$ cat src/rtl/gpio_sc_pkg.sv
package gpio_sc_pkg;
  localparam int unsigned OFS_DRVREL = 32'h100;
  localparam int unsigned OFS_SETOUT = 32'h108;
  localparam int unsigned OFS_CLROUT = 32'h10C;
  localparam int unsigned OFS_PINARM = 32'h110;

  function automatic logic [31:0] fn_or_in(input logic [31:0] cur, input logic [31:0] msk);
    return cur | msk;
  endfunction

  function automatic logic [31:0] fn_knock_out(input logic [31:0] cur, input logic [31:0] msk);
    return cur & ~msk;
  endfunction
endpackage

$ cat src/rtl/gpio_sc_decode.sv
module gpio_sc_decode #(
  parameter int ADDR_W = 12
) (
  input  logic [ADDR_W-1:0] addr,
  input  logic              we,
  output logic              hit_rel,
  output logic              hit_set,
  output logic              hit_clr,
  output logic              hit_arm,
  output logic              wr_rel,
  output logic              wr_set,
  output logic              wr_clr,
  output logic              wr_arm
);
  import gpio_sc_pkg::*;

  always_comb begin
    hit_rel = (addr == ADDR_W'(OFS_DRVREL));
    hit_set = (addr == ADDR_W'(OFS_SETOUT));
    hit_clr = (addr == ADDR_W'(OFS_CLROUT));
    hit_arm = (addr == ADDR_W'(OFS_PINARM));
    wr_rel  = we & hit_rel;
    wr_set  = we & hit_set;
    wr_clr  = we & hit_clr;
    wr_arm  = we & hit_arm;
  end
endmodule

$ cat src/rtl/gpio_sc_latches.sv
module gpio_sc_latches #(
  parameter int PIN_N = 32
) (
  input  logic             clk,
  input  logic             rst_n,
  input  logic             wr_set,
  input  logic             wr_clr,
  input  logic             wr_rel,
  input  logic [PIN_N-1:0] mask,
  output logic [PIN_N-1:0] out_q,
  output logic [PIN_N-1:0] oe_q
);
  import gpio_sc_pkg::*;

  always_ff @(posedge clk or negedge rst_n) begin
    if (!rst_n) begin
      out_q <= '0;
      oe_q  <= '0;
    end else if (wr_set) begin
      out_q <= PIN_N'(fn_or_in(32'(out_q), 32'(mask)));
      oe_q  <= PIN_N'(fn_or_in(32'(oe_q), 32'(mask)));
    end else if (wr_clr) begin
      out_q <= PIN_N'(fn_knock_out(32'(out_q), 32'(mask)));
      oe_q  <= PIN_N'(fn_or_in(32'(oe_q), 32'(mask)));
    end else if (wr_rel) begin
      oe_q  <= PIN_N'(fn_knock_out(32'(oe_q), 32'(mask)));
    end
  end

  assert_set_R2: assert property (@(posedge clk) disable iff (!rst_n)
    wr_set |=> (((out_q & $past(mask)) == $past(mask)) && ((oe_q & $past(mask)) == $past(mask))));
  assert_clr_R3: assert property (@(posedge clk) disable iff (!rst_n)
    wr_clr |=> (((out_q & $past(mask)) == '0) && ((oe_q & $past(mask)) == $past(mask))));
  assert_rel_R4: assert property (@(posedge clk) disable iff (!rst_n)
    wr_rel |=> (((oe_q & $past(mask)) == '0) && $stable(out_q)));
  assert_hold_R5: assert property (@(posedge clk) disable iff (!rst_n)
    !(wr_set || wr_clr || wr_rel) |=> ($stable(out_q) && $stable(oe_q)));
  assert_keep_R5: assert property (@(posedge clk) disable iff (!rst_n)
    (wr_set || wr_clr || wr_rel) |=> (((out_q ^ $past(out_q)) & ~$past(mask)) == '0));
endmodule

$ cat src/rtl/gpio_sc_insync.sv
module gpio_sc_insync #(
  parameter int PIN_N       = 32,
  parameter int SYNC_STAGES = 2
) (
  input  logic             clk,
  input  logic             rst_n,
  input  logic             wr_arm,
  input  logic [PIN_N-1:0] pins,
  output logic             armed,
  output logic [PIN_N-1:0] pins_sync
);
  logic [PIN_N-1:0] stage_q [SYNC_STAGES];

  generate
    for (genvar s = 0; s < SYNC_STAGES; s++) begin : g_stage
      always_ff @(posedge clk or negedge rst_n) begin
        if (!rst_n) stage_q[s] <= '0;
        else if (s == 0) stage_q[s] <= pins;
        else stage_q[s] <= stage_q[(s == 0) ? 0 : s-1];
      end
    end
  endgenerate

  always_ff @(posedge clk or negedge rst_n) begin
    if (!rst_n)      armed <= 1'b0;
    else if (wr_arm) armed <= 1'b1;
  end

  assign pins_sync = stage_q[SYNC_STAGES-1];

  assert_sticky_R8: assert property (@(posedge clk) disable iff (!rst_n)
    armed |=> armed);
  assert_arm_R8: assert property (@(posedge clk) disable iff (!rst_n)
    wr_arm |=> armed);
endmodule

$ cat src/rtl/gpio_setclr_port.sv
module gpio_setclr_port #(
  parameter int ADDR_W      = 12,
  parameter int DATA_W      = 32,
  parameter int PIN_N       = 32,
  parameter int SYNC_STAGES = 2
) (
  input  logic              clk,
  input  logic              rst_n,
  input  logic [ADDR_W-1:0] bus_addr,
  input  logic              bus_we,
  input  logic [DATA_W-1:0] bus_wdata,
  output logic [DATA_W-1:0] bus_rdata,
  input  logic [PIN_N-1:0]  pad_in,
  output logic [PIN_N-1:0]  pad_out,
  output logic [PIN_N-1:0]  pad_oe
);
  localparam int MASK_W = (PIN_N < DATA_W) ? PIN_N : DATA_W;

  logic hit_rel, hit_set, hit_clr, hit_arm;
  logic wr_rel, wr_set, wr_clr, wr_arm;
  logic armed;
  logic [PIN_N-1:0] pins_sync, out_q, oe_q, wmask;
  logic any_hit;

  assign wmask = PIN_N'(bus_wdata[MASK_W-1:0]);

  gpio_sc_decode #(.ADDR_W(ADDR_W)) u_dec (
    .addr(bus_addr), .we(bus_we),
    .hit_rel(hit_rel), .hit_set(hit_set), .hit_clr(hit_clr), .hit_arm(hit_arm),
    .wr_rel(wr_rel), .wr_set(wr_set), .wr_clr(wr_clr), .wr_arm(wr_arm)
  );

  gpio_sc_latches #(.PIN_N(PIN_N)) u_lat (
    .clk(clk), .rst_n(rst_n), .wr_set(wr_set), .wr_clr(wr_clr), .wr_rel(wr_rel),
    .mask(wmask), .out_q(out_q), .oe_q(oe_q)
  );

  gpio_sc_insync #(.PIN_N(PIN_N), .SYNC_STAGES(SYNC_STAGES)) u_sync (
    .clk(clk), .rst_n(rst_n), .wr_arm(wr_arm), .pins(pad_in),
    .armed(armed), .pins_sync(pins_sync)
  );

  assign any_hit = hit_rel | hit_set | hit_arm;

  always_comb begin
    bus_rdata = '0;
    if (hit_rel)              bus_rdata = DATA_W'(oe_q);
    else if (hit_set)         bus_rdata = DATA_W'(out_q);
    else if (hit_arm && armed) bus_rdata = DATA_W'(pins_sync);
  end

  assign pad_out = out_q;
  assign pad_oe  = oe_q;

  assert_unarmed_R7: assert property (@(posedge clk) disable iff (!rst_n)
    (hit_arm && !armed) |-> (bus_rdata == '0));
  assert_unmapped_R9: assert property (@(posedge clk) disable iff (!rst_n)
    !any_hit |-> (bus_rdata == '0));
  assert_onestrobe_R9: assert property (@(posedge clk) disable iff (!rst_n)
    $onehot0({wr_rel, wr_set, wr_clr, wr_arm}));
  assert_rst_R1: assert property (@(posedge clk)
    !rst_n |-> (pad_oe == '0 && pad_out == '0));
endmodule

$ cat config.mk
export PLATFORM = sky130hd
export DESIGN_NAME = gpio_setclr_port
export DESIGN_NICKNAME = d
export VERILOG_FILES = /design/src/rtl/gpio_sc_pkg.sv /design/src/rtl/gpio_sc_decode.sv /design/src/rtl/gpio_sc_latches.sv /design/src/rtl/gpio_sc_insync.sv /design/src/rtl/gpio_setclr_port.sv
export SDC_FILE = /design/constraint.sdc
export NUM_CORES = 1
export LEC_CHECK = 0
export ABC_AREA = 1
export CAP_MARGIN = 20
export CORE_ASPECT_RATIO = 1.5
export CORE_MARGIN = 2
export CORE_UTILIZATION = 44
export CTS_CLUSTER_DIAMETER = 120
export DETAILED_ROUTE_END_ITERATION = 6
export GPL_ROUTABILITY_DRIVEN = 1
export MAX_ROUTING_LAYER = met4
export PLACE_DENSITY = 0.73
export SLEW_MARGIN = 20
export SYNTH_ARGS = -nofsm -noshare
export SYNTH_HDL_FRONTEND = slang
export SYNTH_SLANG_ARGS = --single-unit
export TNS_END_PERCENT = 30
$ cat constraint.sdc
create_clock -name clk -period 2.05 [get_ports clk]
set_clock_uncertainty 0.2 [all_clocks]
set_input_delay 0.5125 -clock clk [delete_from_list [all_inputs] [get_ports clk]]
set_output_delay 0.5125 -clock clk [all_outputs]
set_load 0.05 [all_outputs]
==> reports/metrics.yaml <==
detailed_routing:
  drcViolationCount: 0
  drtPass1Iterations: 6
  wl_per_cell_um: 17.47
  wl_mm: 22.96
  drtIter0Drc: 494
  routed-via-count: 6834
  vias_per_cell: 5.201
  drtAntennaViolNets: 0
floorplan:
  die_x_um: 104.1
  die_area_um2: 16060
  rows: 54
  coreArea_um2: 14660
  die_h_um: 154.2
  pin_count: 175
  initial_utilization: 0.4514
worst_setup_path:
  cp_max_fo: 14
  crit_path_max_incr_delay_ns: 0.16
  r2r_setup_slack_ns: 0.93
  slowest_stage: "buf_12"
  path_cells: "buf_8 > inv_12 > nand2_4 > nor2_4 > inv_4 > buf_12 > nor2_4 > buf_12 > buf_12 > nand4_1 > nand2_1 > nand2_2 > nand2_4 > buf_12"
  worst_setup_path_end_kind: "primary output"
  crit_path_frequent_cell: "buf_12"
  cp-start-kind: "input pin"
  crit_required_ns: 1.34
  crit_type: "in -> out"
  arrival_ns: 2.00
cells_and_area:
  final_net_count: 1183
  final_layout_size_suffix_gt1_frac: 0.2892
  mostFrequentLayoutCells: "340 x nand2_1, 129 x dfrtp_1, 91 x inv_1"
  nFillCells: 1077
  syn_to_final_growth_pct: 57.92
  layout_commonest_cell: "nand2_1"
  stdcell_area_um2: 10450
yosys:
  synth_nets: 977
  synth_warnings: 0
  synthTopCellsByArea: "dfrtp_1 49%, nand2_1 24%, nand4_1 6.0%, inv_1 5.8%, nand3b_1 3.6%"
  synth_cells: 898
  ys_types: 24
  synth-seq-cells: 129
  post-synth-top-area-cell: "dfrtp_1"
  syn_area_um2: 6619
  ys_seq_area_frac: 0.4877
  synth_top_area_share: 0.4877
  syn_avg_cell_area_um2: 7.371
cts:
  tritoncts: "done"
  clkSinkCount: 129
  cts.clk_slew.worst_paths_ns: 0.06
  worstSkewPairLatency_ns: 0.42
  h-tree-depth: 4
  root_buffer: "clkbuf_16"
  cts_buffers: 17
  clk_path_buf_depth: 2
timing:
  max_freq_ghz: 0.3687
  fin_ws_ns: -0.6624
  hold_viol: 0
  final.period_utilization: 1.323
  max_slew_margin: 0.7281
  setup_viol: 32
  maxSlewViolCount: 0
  period_needed_ns: 2.712
  rsz0062_at_grt: "true"
  tightest_slew_ns: 0.4078
global_route:
  grt_use_total: 0.2989
  grt_pass1_wl_mm: 35.87
  grt_max_degree: 38
  antenna_found_initial: 1
  overflow: 0
  first_global_vias: 6829
min_path:
  hold_path_class: "reg -> reg"
outcome:
  violations: "setup timing"
  status: "complete, but fails checks"
power:
  ir_drop_uv: 560.4
  p_leak_nw: 5.256
  p_per_area_nw_per_um2: 573.1
placed_design:
  placed_cell_area_um2: 9261
  portBuffers: 174
  place_ws_ns: -0.9833
  gp_congestion: 0.8735
  hpwlAfterDp_mm: 14.52
flow_run:
  cap_violations: 0
[layer usage]
layer / vias to the layer above / routed length [µm] / track usage
met5: - / 0 / -
met4: 0 / 1387 / 0.1821
met3: 96 / 1209 / 0.04509
met2: 313 / 12130 / 0.5179
met1: 3229 / 8228 / 0.3223
li1: 3196 / - / -
[cell type report]
cell class                      instances  area (µm²)  share of cell area
Antenna cell                            1       2.502           0.0002394
Clock buffer                           18       439.2             0.04202
Sequential cell                       129        3228              0.3088
Inverter                              106       415.4             0.03974
Timing Repair Buffer                  239        2858              0.2734
Tap cell                              196       245.2             0.02346
Multi-Input combinational cell        611        3144              0.3008
Clock inverter                         14       120.1             0.01149
[critical path: cells and delay by family]
family,cells,cell delay [ns]
buffers and inverters,7,0.77
AND/OR/NAND/NOR,7,0.69
[worst paths after layout]
check,from,end,depth (start not counted)
max,bus_addr[9],bus_rdata[23],14
max reg2reg,u_sync.armed,u_sync.armed,2
min in group asynchronous,rst_n,u_sync.pins_sync[15],2
min,u_sync.stage_q[60],u_sync.pins_sync[28],0
min reg2reg,u_sync.stage_q[60],u_sync.pins_sync[28],0
max in group asynchronous,rst_n,async pin,3
[synth_stat cells]
master      n
nand2_1   427
dfrtp_1   129
inv_1     103
nand4_1    63
nor2_1     39
nand3b_1   32
o21ai_1    23
clkbuf_1   19
buf_2      16
buf_4       9
o21ai_0     8
buf_6       6
nand3_1     5
nor2_2      5
nor2_4      3
buf_1       2
inv_2       2
a21oi_1     1
a31o_2      1
inv_4       1
nand2_4     1
nor3_1      1
nor3_4      1
nor4_4      1
[cell families after synthesis]
logic type / synth area share
simple gates: 0.3819
buf+inv: 0.1049
flops: 0.4877
compound gates: 0.02552
[report_power, final]
group          switching, mW  internal (mW)
clock network           1.26           1.62
logic                  0.248          0.210
registers             0.0359           2.62
[through the flow]
stage / util / power (mW) / instances / setup TNS [ns] / hold slack, ns
floorplan: - / 2.811 / 898 / -7.997 / 0.01691
global placement: 0.6317 / 3.131 / 1258 / -74.17 / 0.1325
detailed placement: 0.6317 / 3.137 / 1258 / -75.53 / 0.1347
CTS: 0.7089 / 6.012 / 1310 / -20.00 / 0.1481
global route: 0.7129 / 6.203 / 1314 / -21.80 / 0.1500
finish: 0.7129 / 5.990 / 1314 / -20.04 / 0.1472
[repair_timing]
item	4_1_cts	5_1_grt
gates resized for setup	130	10
endpoints found under the hold margin	26	0
endpoints found under the setup margin	96	33
gates cloned	9	1
pin swaps	14	4
hold buffers	1	0
buffers inserted	10	2
Note: power is estimated with default switching activity, not from simulation.
